===== src/rtl/apg_pkg.sv =====
package apg_pkg;
  localparam int unsigned REG_AW  = 4;
  localparam int unsigned DATA_W  = 32;
  localparam int unsigned PW_W    = 5;
  localparam int unsigned NUM_AL  = 2;

  localparam logic [REG_AW-1:0] A_CTRL   = 4'd0;
  localparam logic [REG_AW-1:0] A_EVENT  = 4'd1;
  localparam logic [REG_AW-1:0] A_MASK   = 4'd2;
  localparam logic [REG_AW-1:0] A_PRSC   = 4'd3;
  localparam logic [REG_AW-1:0] A_AL_LO0 = 4'd4;
  localparam logic [REG_AW-1:0] A_ALCTL  = 4'd8;
  localparam logic [REG_AW-1:0] A_IVL0   = 4'd9;
  localparam logic [REG_AW-1:0] A_CHCTL  = 4'd12;

  localparam int unsigned CTRL_FS_BIT  = 28;
  localparam int unsigned CTRL_POL_BIT = 31;
  localparam int unsigned EV_CH_TOP    = 7;
  localparam int unsigned EV_AL_BASE   = 16;

  typedef struct packed {
    logic            dis;
    logic            pg;
    logic [PW_W-1:0] width;
  } ch_cfg_t;

  typedef struct packed {
    logic            pg;
    logic [PW_W-1:0] width;
  } al_cfg_t;
endpackage


===== src/rtl/apg_stretch.sv =====
module apg_stretch import apg_pkg::*; #(
  parameter int unsigned PRSC_W = 16
) (
  input  logic              clk,
  input  logic              rst_n,
  input  logic              clr_i,
  input  logic              start_i,
  input  logic              pg_i,
  input  logic [PW_W-1:0]   width_i,
  input  logic [PRSC_W-1:0] prsc_i,
  output logic              level_o
);
  localparam int unsigned CW = PW_W + PRSC_W;

  logic [CW-1:0] cnt_q, cnt_d;

  always_comb begin
    cnt_d = cnt_q;
    if (clr_i) begin
      cnt_d = '0;
    end else if (start_i) begin
      cnt_d = pg_i ? (CW'(width_i) * CW'(prsc_i)) : CW'(1);
    end else if (cnt_q != '0) begin
      cnt_d = cnt_q - 1'b1;
    end
  end

  always_ff @(posedge clk or negedge rst_n) begin
    if (!rst_n) cnt_q <= '0;
    else        cnt_q <= cnt_d;
  end

  assign level_o = (cnt_q != '0);


  dec_chk: assert property (@(posedge clk) disable iff (!rst_n)
    (cnt_q != '0 && !start_i && !clr_i) |=> (cnt_q == $past(cnt_q) - 1'b1));
endmodule


===== src/rtl/apg_alarm.sv =====
module apg_alarm import apg_pkg::*; #(
  parameter int unsigned TIME_W = 64,
  parameter int unsigned PRSC_W = 16
) (
  input  logic              clk,
  input  logic              rst_n,
  input  logic [TIME_W-1:0] time_i,
  input  logic              wr_lo_i,
  input  logic              wr_hi_i,
  input  logic [TIME_W/2-1:0] wr_data_i,
  input  logic              pg_i,
  input  logic [PW_W-1:0]   width_i,
  input  logic [PRSC_W-1:0] prsc_i,
  input  logic              pol_i,
  output logic              hit_o,
  output logic              level_o,
  output logic [TIME_W-1:0] value_o
);
  localparam int unsigned HALF_W = TIME_W / 2;

  logic [HALF_W-1:0] stage_q, stage_d;
  logic [TIME_W-1:0] value_q, value_d;
  logic              fired_q, fired_d;
  logic              armed, hit, lvl;

  assign armed = (value_q != '1);
  assign hit   = armed && !fired_q && (time_i >= value_q) && !wr_hi_i;

  always_comb begin
    stage_d = stage_q;
    value_d = value_q;
    fired_d = fired_q;
    if (wr_lo_i) stage_d = wr_data_i;
    if (wr_hi_i) begin
      value_d = {wr_data_i, stage_q};
      fired_d = 1'b0;
    end else if (hit) begin
      fired_d = 1'b1;
    end
  end

  always_ff @(posedge clk or negedge rst_n) begin
    if (!rst_n) begin
      stage_q <= '1;
      value_q <= '1;
      fired_q <= 1'b0;
    end else begin
      stage_q <= stage_d;
      value_q <= value_d;
      fired_q <= fired_d;
    end
  end

  apg_stretch #(.PRSC_W(PRSC_W)) i_stretch (
    .clk     (clk),
    .rst_n   (rst_n),
    .clr_i   (1'b0),
    .start_i (hit),
    .pg_i    (pg_i),
    .width_i (width_i),
    .prsc_i  (prsc_i),
    .level_o (lvl)
  );

  assign hit_o   = hit;
  assign level_o = lvl ^ pol_i;
  assign value_o = value_q;


  fire_hold_chk: assert property (@(posedge clk) disable iff (!rst_n)
    (fired_q && !wr_hi_i) |=> fired_q);


  fire_ge_chk: assert property (@(posedge clk) disable iff (!rst_n)
    $rose(fired_q) |-> $past(time_i >= value_q));
endmodule


===== src/rtl/apg_channel.sv =====
module apg_channel import apg_pkg::*; #(
  parameter int unsigned IVL_W  = 32,
  parameter int unsigned PRSC_W = 16
) (
  input  logic              clk,
  input  logic              rst_n,
  input  logic              run_i,
  input  ch_cfg_t           cfg_i,
  input  logic [IVL_W-1:0]  interval_i,
  input  logic [PRSC_W-1:0] prsc_i,
  output logic              fire_o,
  output logic              pulse_o
);
  logic [IVL_W-1:0] cnt_q, cnt_d;
  logic             fire, lvl;

  assign fire = !cfg_i.dis && run_i && (cnt_q == '0);

  always_comb begin
    cnt_d = cnt_q;
    if (cfg_i.dis) begin
      cnt_d = interval_i;
    end else if (run_i) begin
      cnt_d = (cnt_q == '0) ? interval_i : cnt_q - 1'b1;
    end
  end

  always_ff @(posedge clk or negedge rst_n) begin
    if (!rst_n) cnt_q <= '1;
    else        cnt_q <= cnt_d;
  end

  apg_stretch #(.PRSC_W(PRSC_W)) i_stretch (
    .clk     (clk),
    .rst_n   (rst_n),
    .clr_i   (cfg_i.dis),
    .start_i (fire),
    .pg_i    (cfg_i.pg),
    .width_i (cfg_i.width),
    .prsc_i  (prsc_i),
    .level_o (lvl)
  );

  assign fire_o  = fire;
  assign pulse_o = lvl && !cfg_i.dis;


  hold_chk: assert property (@(posedge clk) disable iff (!rst_n)
    (!cfg_i.dis && !run_i) |=> (cnt_q == $past(cnt_q)));
endmodule


===== src/rtl/apg_regs.sv =====
module apg_regs import apg_pkg::*; #(
  parameter int unsigned NUM_CH = 3,
  parameter int unsigned TIME_W = 64,
  parameter int unsigned IVL_W  = 32,
  parameter int unsigned PRSC_W = 16
) (
  input  logic                           clk,
  input  logic                           rst_n,
  input  logic                           wr_en_i,
  input  logic [REG_AW-1:0]              wr_addr_i,
  input  logic [DATA_W-1:0]              wr_data_i,
  input  logic [REG_AW-1:0]              rd_addr_i,
  output logic [DATA_W-1:0]              rd_data_o,
  input  logic [NUM_AL-1:0][TIME_W-1:0]  al_val_i,
  input  logic [DATA_W-1:0]              ev_set_i,
  output logic                           fs_o,
  output logic                           pol_o,
  output logic [PRSC_W-1:0]              prsc_o,
  output al_cfg_t [NUM_AL-1:0]           al_cfg_o,
  output ch_cfg_t [NUM_CH-1:0]           ch_cfg_o,
  output logic [NUM_CH-1:0][IVL_W-1:0]   ivl_o,
  output logic                           irq_o
);
  localparam int unsigned HALF_W = TIME_W / 2;

  logic                         fs_q, fs_d, pol_q, pol_d;
  logic [DATA_W-1:0]            ev_q, ev_d, ev_clr, mask_q, mask_d;
  logic [PRSC_W-1:0]            prsc_q, prsc_d, prsc_w;
  al_cfg_t [NUM_AL-1:0]         al_q, al_d;
  ch_cfg_t [NUM_CH-1:0]         ch_q, ch_d;
  logic [NUM_CH-1:0][IVL_W-1:0] ivl_q, ivl_d;

  always_comb begin
    prsc_w = wr_data_i[PRSC_W-1:0] & ~PRSC_W'(1);
    if (prsc_w == '0) prsc_w = PRSC_W'(2);
  end

  always_comb begin
    fs_d   = fs_q;
    pol_d  = pol_q;
    mask_d = mask_q;
    prsc_d = prsc_q;
    al_d   = al_q;
    ch_d   = ch_q;
    ivl_d  = ivl_q;
    ev_clr = '0;
    if (wr_en_i) begin
      case (wr_addr_i)
        A_CTRL: begin
          fs_d  = wr_data_i[CTRL_FS_BIT];
          pol_d = wr_data_i[CTRL_POL_BIT];
        end
        A_EVENT: ev_clr = wr_data_i;
        A_MASK:  mask_d = wr_data_i;
        A_PRSC:  prsc_d = prsc_w;
        A_ALCTL: begin
          for (int a = 0; a < NUM_AL; a++) begin
            al_d[a].pg    = wr_data_i[8*a+7];
            al_d[a].width = wr_data_i[8*a +: PW_W];
          end
        end
        A_CHCTL: begin
          for (int c = 0; c < NUM_CH; c++) begin
            ch_d[c].dis   = wr_data_i[8*c+7];
            ch_d[c].pg    = wr_data_i[8*c+6];
            ch_d[c].width = wr_data_i[8*c +: PW_W];
          end
        end
        default: ;
      endcase
      for (int c = 0; c < NUM_CH; c++) begin
        if (wr_addr_i == A_IVL0 + REG_AW'(c)) ivl_d[c] = wr_data_i[IVL_W-1:0];
      end
    end
    ev_d = (ev_q & ~ev_clr) | ev_set_i;
  end

  always_ff @(posedge clk or negedge rst_n) begin
    if (!rst_n) begin
      fs_q   <= 1'b0;
      pol_q  <= 1'b0;
      ev_q   <= '0;
      mask_q <= '0;
      prsc_q <= PRSC_W'(2);
      al_q   <= '0;
      for (int c = 0; c < NUM_CH; c++) ch_q[c] <= '{dis: 1'b1, pg: 1'b0, width: '0};
      ivl_q  <= '1;
    end else begin
      fs_q   <= fs_d;
      pol_q  <= pol_d;
      ev_q   <= ev_d;
      mask_q <= mask_d;
      prsc_q <= prsc_d;
      al_q   <= al_d;
      ch_q   <= ch_d;
      ivl_q  <= ivl_d;
    end
  end

  always_comb begin
    rd_data_o = '0;
    case (rd_addr_i)
      A_CTRL: begin
        rd_data_o[CTRL_FS_BIT]  = fs_q;
        rd_data_o[CTRL_POL_BIT] = pol_q;
      end
      A_EVENT: rd_data_o = ev_q;
      A_MASK:  rd_data_o = mask_q;
      A_PRSC:  rd_data_o = DATA_W'(prsc_q);
      A_ALCTL: begin
        for (int a = 0; a < NUM_AL; a++) begin
          rd_data_o[8*a+7]       = al_q[a].pg;
          rd_data_o[8*a +: PW_W] = al_q[a].width;
        end
      end
      A_CHCTL: begin
        for (int c = 0; c < NUM_CH; c++) begin
          rd_data_o[8*c+7]       = ch_q[c].dis;
          rd_data_o[8*c+6]       = ch_q[c].pg;
          rd_data_o[8*c +: PW_W] = ch_q[c].width;
        end
      end
      default: ;
    endcase
    for (int a = 0; a < NUM_AL; a++) begin
      if (rd_addr_i == A_AL_LO0 + REG_AW'(2*a))   rd_data_o = DATA_W'(al_val_i[a][HALF_W-1:0]);
      if (rd_addr_i == A_AL_LO0 + REG_AW'(2*a+1)) rd_data_o = DATA_W'(al_val_i[a][TIME_W-1:HALF_W]);
    end
    for (int c = 0; c < NUM_CH; c++) begin
      if (rd_addr_i == A_IVL0 + REG_AW'(c)) rd_data_o = DATA_W'(ivl_q[c]);
    end
  end

  assign fs_o     = fs_q;
  assign pol_o    = pol_q;
  assign prsc_o   = prsc_q;
  assign al_cfg_o = al_q;
  assign ch_cfg_o = ch_q;
  assign ivl_o    = ivl_q;
  assign irq_o    = |(ev_q & mask_q);


  ev_sticky_chk: assert property (@(posedge clk) disable iff (!rst_n)
    !(wr_en_i && wr_addr_i == A_EVENT) |=> (($past(ev_q) & ~ev_q) == '0));
endmodule


===== src/rtl/alarm_pulse_gen.sv =====
module alarm_pulse_gen import apg_pkg::*; #(
  parameter int unsigned NUM_CH = 3,
  parameter int unsigned TIME_W = 64,
  parameter int unsigned IVL_W  = 32,
  parameter int unsigned PRSC_W = 16
) (
  input  logic              clk,
  input  logic              rst_n,
  input  logic [TIME_W-1:0] time_i,
  input  logic              wr_en_i,
  input  logic [REG_AW-1:0] wr_addr_i,
  input  logic [DATA_W-1:0] wr_data_i,
  input  logic [REG_AW-1:0] rd_addr_i,
  output logic [DATA_W-1:0] rd_data_o,
  output logic [NUM_CH-1:0] pulse_o,
  output logic [NUM_AL-1:0] alarm_o,
  output logic              irq_o
);
  logic                         fs, pol;
  logic [PRSC_W-1:0]            prsc;
  al_cfg_t [NUM_AL-1:0]         al_cfg;
  ch_cfg_t [NUM_CH-1:0]         ch_cfg;
  logic [NUM_CH-1:0][IVL_W-1:0] ivl;
  logic [NUM_AL-1:0][TIME_W-1:0] al_val;
  logic [NUM_AL-1:0]            al_hit;
  logic [NUM_CH-1:0]            ch_fire;
  logic [DATA_W-1:0]            ev_set;
  logic                         started_q, started_d, run;

  apg_regs #(.NUM_CH(NUM_CH), .TIME_W(TIME_W), .IVL_W(IVL_W), .PRSC_W(PRSC_W)) i_regs (
    .clk       (clk),
    .rst_n     (rst_n),
    .wr_en_i   (wr_en_i),
    .wr_addr_i (wr_addr_i),
    .wr_data_i (wr_data_i),
    .rd_addr_i (rd_addr_i),
    .rd_data_o (rd_data_o),
    .al_val_i  (al_val),
    .ev_set_i  (ev_set),
    .fs_o      (fs),
    .pol_o     (pol),
    .prsc_o    (prsc),
    .al_cfg_o  (al_cfg),
    .ch_cfg_o  (ch_cfg),
    .ivl_o     (ivl),
    .irq_o     (irq_o)
  );

  always_comb begin
    started_d = started_q;
    if (!fs)            started_d = 1'b0;
    else if (al_hit[0]) started_d = 1'b1;
  end

  always_ff @(posedge clk or negedge rst_n) begin
    if (!rst_n) started_q <= 1'b0;
    else        started_q <= started_d;
  end

  assign run = !fs || started_q;

  for (genvar a = 0; a < NUM_AL; a++) begin : g_alarm
    logic wr_lo, wr_hi;
    assign wr_lo = wr_en_i && (wr_addr_i == A_AL_LO0 + REG_AW'(2*a));
    assign wr_hi = wr_en_i && (wr_addr_i == A_AL_LO0 + REG_AW'(2*a+1));
    apg_alarm #(.TIME_W(TIME_W), .PRSC_W(PRSC_W)) i_alarm (
      .clk       (clk),
      .rst_n     (rst_n),
      .time_i    (time_i),
      .wr_lo_i   (wr_lo),
      .wr_hi_i   (wr_hi),
      .wr_data_i (wr_data_i[TIME_W/2-1:0]),
      .pg_i      (al_cfg[a].pg),
      .width_i   (al_cfg[a].width),
      .prsc_i    (prsc),
      .pol_i     ((a == 0) ? pol : 1'b0),
      .hit_o     (al_hit[a]),
      .level_o   (alarm_o[a]),
      .value_o   (al_val[a])
    );
  end

  for (genvar c = 0; c < NUM_CH; c++) begin : g_chan
    apg_channel #(.IVL_W(IVL_W), .PRSC_W(PRSC_W)) i_chan (
      .clk        (clk),
      .rst_n      (rst_n),
      .run_i      (run),
      .cfg_i      (ch_cfg[c]),
      .interval_i (ivl[c]),
      .prsc_i     (prsc),
      .fire_o     (ch_fire[c]),
      .pulse_o    (pulse_o[c])
    );
  end

  always_comb begin
    ev_set = '0;
    for (int c = 0; c < NUM_CH; c++) ev_set[EV_CH_TOP-c] = ch_fire[c];
    for (int a = 0; a < NUM_AL; a++) ev_set[EV_AL_BASE+a] = al_hit[a];
  end
endmodule


===== config.mk =====
export PLATFORM = sky130hd
export DESIGN_NAME = alarm_pulse_gen
export DESIGN_NICKNAME = d
export VERILOG_FILES = /design/src/rtl/apg_pkg.sv /design/src/rtl/apg_stretch.sv /design/src/rtl/apg_alarm.sv /design/src/rtl/apg_channel.sv /design/src/rtl/apg_regs.sv /design/src/rtl/alarm_pulse_gen.sv
export SDC_FILE = /design/constraint.sdc
export NUM_CORES = 2
export LEC_CHECK = 0
export BUFFER_PORTS_ARGS = -buffer_cell sky130_fd_sc_hd__buf_2
export CAP_MARGIN = 20
export CORE_UTILIZATION = 55
export CTS_CLUSTER_DIAMETER = 50
export DETAILED_ROUTE_END_ITERATION = 7
export PLACE_DENSITY_LB_ADDON = 0.08
export REMOVE_ABC_BUFFERS = 1
export SLEW_MARGIN = 30
export SYNTH_ARGS = -nofsm -noshare
export SYNTH_HDL_FRONTEND = slang
export SYNTH_SLANG_ARGS = --single-unit
export TNS_END_PERCENT = 30

===== constraint.sdc =====
create_clock -name clk -period 13.43 [get_ports clk]
set_input_delay 0 -clock clk [delete_from_list [all_inputs] [get_ports clk]]
set_output_delay 0 -clock clk [all_outputs]
set_load 0.01 [all_outputs]

* After elaboration in Yosys (flattened, before gate mapping) *
Index checks and enable logic that the tools add are counted.

storage, ports and cells
  bits of input ports = 107
  output and inout port bits = 38
  logic and storage cells = 197
  bits in registers = 607

cells by class
  bitwise operators = 5
  multipliers = 5
  mux-type cells = 56
  eq/ne operators = 27
  add/subtract/negate cells = 8
  reduce and logical (&&, ||, !) cells = 58
  $lt $le $gt $ge = 2

operators with widths
  kind                     number
  $mux W32                 18
  $mux W21                 18
  $ge A64 B64 Y1           2
  $ne A64 B64 Y1 const B   2
  $mul A5 B16 Y21          5
  $reduce_bool A21 Y1      5
  $sub A21 B1 Y21 const B  5
  $logic_not A32 Y1        3
  $sub A32 B1 Y32 const B  3
  $and A32 B32 Y32         2
  $eq A4 B4 Y1 const B     10
  $eq A4 B3 Y1 const B     8
  $not A32 Y32             1
  $or A32 B18 Y32          1
  $reduce_or A32 Y1        1
  $pmux W6 S5              1
  $pmux W5 S5              1
  $logic_and A1 B1 Y1      19
  $eq A4 B2 Y1 const B     4
  $logic_not A16 Y1        1
  $mux W16                 1
  $reduce_and A2 Y1        8
  $pmux W5 S3              1
  $reduce_bool A2 Y1       7
  15 further kinds         34

* Depth between registers and ports, before layout *
  depth in word-level cells = 9
  depth in mapped cells = 19

* Cells and area by module *
A second synthesis with hierarchy kept.

second synthesis, totals
  cell total of the unflattened synthesis = 5,074
  area total of the unflattened synthesis = 47,306.6 sq um

by module, submodules not included
  module                                        area each (sq um)  times used  cells each
  apg_regs                                      11,573.6           1           1,007
  apg_alarm                                     5,345.1            2           525
  apg_stretch (g_chan[0].i_chan.i_stretch ...)  3,609.7            2           431
  apg_channel                                   2,167.1            3           262
  apg_stretch (g_alarm[1].i_alarm.i_stretch)    3,824.9            1           467
  apg_stretch (g_chan[2].i_chan.i_stretch)      3,739.8            1           451
  apg_stretch (g_alarm[0].i_alarm.i_stretch)    3,667.3            1           440
  alarm_pulse_gen                               90.1               1           11

* Least setup slack after synthesis *
No wires, ideal clock.

  path type = reg-to-reg
  start = register i_regs.prsc_q[6], in the netlist i_regs.prsc_o[6]
  end = register g_alarm[0].i_alarm.i_stretch.cnt_q[19]
  stages on the path, launching flop included = 18
  required time = 13.287 ns
  clock period less this slack = 4.949 ns
  data arrival time = 4.806 ns
  path buffers = 2
  library setup time = 0.143 ns
  setup slack = 8.481 ns
  cells stage by stage = dfrtp_1 -> clkbuf_1 -> and2_1 -> fa_1 -> fa_1 -> inv_1 -> fa_1 -> inv_1 -> ha_1 -> buf_2 -> a2111o_1 -> o2111a_1 -> a211oi_2 -> nor2_1 -> o41ai_1 -> mux2i_1 -> a2111oi_0 -> o22ai_1

on the way
  longest elaborated chain between the ends = 3

RTL lines
  item                    line               RTL
  start, declared         apg_regs.sv:28     logic [PRSC_W-1:0] prsc_q, prsc_d, prsc_w;
  start signal, assigned  apg_regs.sv:93     prsc_q <= prsc_d;
  $mul A5 B16 Y21         apg_stretch.sv:22  cnt_d = pg_i ? (CW'(width_i) * CW'(prsc_i)) : CW'(1);
  $mux W21                apg_stretch.sv:22
  $mux W21                apg_stretch.sv:21  end else if (start_i) begin
  end signal, assigned    apg_stretch.sv:30  else cnt_q <= cnt_d;
  end, declared           apg_stretch.sv:15  logic [CW-1:0] cnt_q, cnt_d;

No other way between the ends.
A chain may end at the register's enable or synchronous reset.

* Worst setup path after layout *
  start = register i_regs.prsc_q[7], in the netlist i_regs.prsc_o[7]
  end = register g_alarm[0].i_alarm.i_stretch.cnt_q[19]

The elaborated chain is that of the path after synthesis.

==> results.rst <==
.. list-table::
   :header-rows: 1

   * - Metric
     - Value
   * - Run status
     - finished, violations left
   * - Violations in the final reports
     - hold timing
   * - Post-route worst hold slack
     - -0.0154 ns
   * - Number of DRC violations after detailed-routing iteration 0
     - roughly 3600
   * - Buffers added on ports
     - roughly 140
   * - Number of global-route vias before repair
     - approximately 36000
   * - Max Cap Viol
     - 0
   * - Total global routing track utilization
     - between 30% and 40%
   * - Distinct cell type count after synthesis
     - 85
   * - Area used by sequential logic in the layout
     - between 15000 and 20000 um2
   * - Clock insertion delay at the later pin of the skew report
     - 0.66 ns
   * - Met2 layer usage reported by global route
     - 52.5%
   * - Top cell by count, worst path
     - sky130_fd_sc_hd__fa_1
   * - Signed area change from the synthesized netlist to the final layout
     - 11.5%
   * - Number of synthesized flops with an enable pin
     - 0
   * - Total half-perimeter wirelength after legalization and detailed placement
     - about 99000 um
   * - Transition at the pin with the smallest max-transition slack
     - roughly 1.0 ns
   * - Met1 layer usage reported by global route
     - a little under half
   * - Max IR drop VDD
     - between 0.0001 and 0.00015 V
   * - First-pass GRT wire length
     - 212000 um
   * - Category of the worst setup path capture point
     - register
   * - Power per Cell Area
     - a little over 200 nW/um2
   * - Floorplan die height
     - 285 um
   * - Count of boundary I/O pins
     - 145
   * - R2R setup slack
     - around 8 ns
   * - Final worst clock skew
     - 0.0289 ns
   * - CP cell instances
     - and2_1 -> fa_1 -> fa_1 -> inv_1 -> fa_1 -> inv_1 -> ha_1 -> a2111o_1 -> o2111a_1 -> a211oi_2 -> nor2_1 -> o41ai_1 -> mux2i_1 -> a2111oi_0 -> o22ai_1
   * - Wirelength, routed
     - about 140000 um
   * - Path category of the worst min-delay check
     - input pin to async pin
   * - Bufs and invs on worst path
     - 2
   * - CTS tree
     - built
   * - Post-synthesis cell type with the largest combined area
     - sky130_fd_sc_hd__dfstp_2
   * - Root buf cell
     - sky130_fd_sc_hd__clkbuf_16
   * - Number of synthesized register bits
     - between 600 and 700
   * - Asr flop ratio synth
     - 100%
   * - Cells taking the most area after synthesis
     - sky130_fd_sc_hd__dfstp_2 (23%), sky130_fd_sc_hd__dfrtp_1 (12%), sky130_fd_sc_hd__fa_1 (8.8%)
   * - Gate count after technology mapping
     - 4787
   * - Final nets
     - around 5400
   * - Placement row count
     - around 100
   * - Count of pins over their slew limit
     - 0
   * - GR Layer Usage met3
     - 6.20%
   * - Busiest metal layer after global routing
     - met2
   * - Worst Path Arrival
     - a little over 6 ns
   * - Hold Buf Count CTS
     - 36
   * - Pin count of the biggest net entering global routing
     - 180
   * - CTS buffer count
     - between 80 and 90
   * - Die X-Extent
     - approximately 290 um
   * - Slew headroom
     - 30.9%
   * - Resized Gates After CTS
     - 0
   * - Final Cycle Share
     - between 40% and 50%
   * - Buffer depth of the longest clock path
     - 3
   * - Overall die area
     - around 80000 um2
   * - Vias per Instance
     - roughly 6.1
   * - Synth Warn #
     - 0
   * - Clock transition at path regs
     - roughly 0.060 ns
   * - Initial core utilization
     - 55.7%
   * - Required time worst endpoint
     - approximately 14 ns
   * - Number of H-tree levels
     - 3
   * - Mean post-synth cell area
     - slightly above 9 um2
   * - CP delay by family, top
     - compound AO/OA/AOI/OAI gates
   * - Proportion of netlist area held by the largest area contributor
     - between 20% and 30%
   * - Length of the first detailed-routing pass in iterations
     - 8
   * - Post-DRT Antenna Nets
     - 0
   * - Via count
     - between 30000 and 40000
   * - Setup repair after global routing missed its margin
     - false
   * - R2r endpoint
     - g_alarm[0].i_alarm.i_stretch.cnt_q[19]
   * - Maximum frequency from static timing analysis
     - 179 MHz
   * - Final hold viol count
     - 21
   * - Synth top cells by count
     - sky130_fd_sc_hd__nand2_1 (454), sky130_fd_sc_hd__inv_1 (449), sky130_fd_sc_hd__o21ai_0 (407)
   * - Final-layout fill cell count
     - about 6900
   * - Final worst path period need
     - between 5 and 6 ns
   * - Tot Pwr
     - 10.1 mW
   * - Weighted congestion reported at the end of routability-driven placement
     - a little under 1
   * - Predominant post-synthesis flop cell
     - sky130_fd_sc_hd__dfstp_2
   * - Number of cell instances on the worst register-to-register path
     - 15
   * - Worst setup path class
     - register to register
   * - Area of the multi-input gates
     - 25800 um2
   * - Setup TNS
     - 0 ns
   * - Initial antenna violation count
     - 6
   * - Total of endpoints with negative setup slack in the final report
     - 0
   * - Routed length per placed instance
     - roughly 23 um
   * - DRC violation count after routing
     - 0
   * - Critical path fanouts, max
     - 27
   * - Critical Path Max Stage Delay
     - between 0.9 and 1 ns
   * - Number of setup buffers added after CTS
     - 0
   * - Final core utilization
     - 62.1%
   * - Sort of element at the start of the critical path
     - register
   * - Sequential-to-total area share from yosys stat
     - between 30% and 40%
   * - Reg-to-Reg Start
     - i_regs.prsc_o[7]
   * - Leakage power total
     - about 22 nW
   * - Library cell contributing the largest single delay on the critical path
     - sky130_fd_sc_hd__dfrtp_1
   * - Overall overflow remaining after global route
     - 0
   * - Cell with the most instances after synthesis
     - sky130_fd_sc_hd__nand2_1
   * - Core Box Area
     - slightly below 80000 um2
   * - Sinks on Clock Net
     - slightly above 600
   * - Cell Area, Synth
     - ~44000 um2
   * - Layout cell share with drive strength beyond 1
     - 21.4%
## sequential cells by signal (all words and copies together), names as in the netlist
signal	cells
g_alarm.i_alarm.i_stretch.cnt_q	42
i_regs.ev_q	32
g_chan.i_chan.i_stretch.cnt_q	63
g_alarm.i_alarm.fired_q	2
i_regs.ch_cfg_o	21
i_regs.fs_o	1
g_alarm.i_alarm.value_o	128
i_regs.al_cfg_o	12
i_regs.mask_q	32
started_q	1
i_regs.prsc_o	15
i_regs.pol_o	1
g_chan.i_chan.cnt_q	96
g_alarm.i_alarm.stage_q	64
i_regs.ivl_o	96
## how the worst max path moves through the flow
stage	from	end	slack, ns	depth (start not counted)
final	i_regs.prsc_o[7]	g_alarm[0].i_alarm.i_stretch.cnt_q[19]	7.83	15
after floorplan	wr_addr_i[3]	g_alarm[0].i_alarm.i_stretch.cnt_q[17]	7.53	9
after global placement	i_regs.prsc_o[7]	g_alarm[0].i_alarm.i_stretch.cnt_q[19]	7.91	15
after detailed placement	i_regs.prsc_o[7]	g_alarm[0].i_alarm.i_stretch.cnt_q[19]	7.83	15
after CTS	i_regs.prsc_o[7]	g_alarm[0].i_alarm.i_stretch.cnt_q[19]	7.79	15
after global routing	i_regs.prsc_o[7]	g_alarm[0].i_alarm.i_stretch.cnt_q[19]	7.42	15
## power by group
| part | total, mW | switching, mW | internal (mW) | leakage, nW |
|---|---|---|---|---|
| Combinational | 4.32 | 2.49 | 1.83 | 13.2 |
| Sequential | 3.35 | 0.719 | 2.63 | 6.88 |
| Clock | 2.41 | 0.946 | 1.46 | 1.44 |
## per-layer routing
| metal | wire (um) | up-vias |
|---|---|---|
| met4 | 8050 | 6 |
| met2 | 61500 | 1383 |
| met3 | 10500 | 371 |
| met1 | 56800 | 18000 |
| met5 | 36 | - |
| li1 | - | 16700 |
## kinds of logic (layout without fill, tap and decap cells)
kind of cell	Yosys count	count (layout)	share of synthesized area, %
compound gates	1113	1113	15.3
buf+inv	724	849	6.29
xor+xnor	152	152	3.02
mux	248	248	6.33
fa+ha+maj	474	474	16.8
other cells	0	2	0
flops	606	606	35.5
simple gates	1470	1470	16.8
## cell usage in the layout (no fill, tap or decap), types with 143 or more instances in the layout
master                    instances
sky130_fd_sc_hd__buf_2          143
sky130_fd_sc_hd__fa_1           195
sky130_fd_sc_hd__o21ai_0        406
sky130_fd_sc_hd__inv_1          449
sky130_fd_sc_hd__nand2_1        454
sky130_fd_sc_hd__dfrtp_1        218
sky130_fd_sc_hd__and2_1         267
sky130_fd_sc_hd__mux2_2         247
sky130_fd_sc_hd__ha_1           279
sky130_fd_sc_hd__a21oi_1        252
sky130_fd_sc_hd__nor2_1         210
sky130_fd_sc_hd__dfstp_2        388
## final cells by class
cell class | count | area share [%]
Antenna cell | 2 | 0.0102
Sequential cell | 606 | 31.8
Multi-Input combinational cell | 3457 | 52.6
Inverter | 449 | 3.43
Clock buffer | 112 | 4.83
Timing Repair Buffer | 238 | 3.34
Clock inverter | 50 | 1.33
Tap cell | 1050 | 2.67
## stage by stage
step | std cells | area [um2] | hold WS [ns] | worst slack, ns
6_report | 5964 | 49200 | -0.0154 | 7.83
5_1_grt | 5962 | 49200 | 0.0176 | 7.42
4_1_cts | 5960 | 49100 | 0.0128 | 7.79
3_5_place_dp | 5762 | 45700 | 0.117 | 7.83
3_3_place_gp | 5759 | 45600 | 0.120 | 7.91
2_1_floorplan | 4512 | 43000 | -0.296 | 7.53
(Power assumes the default switching activity.)
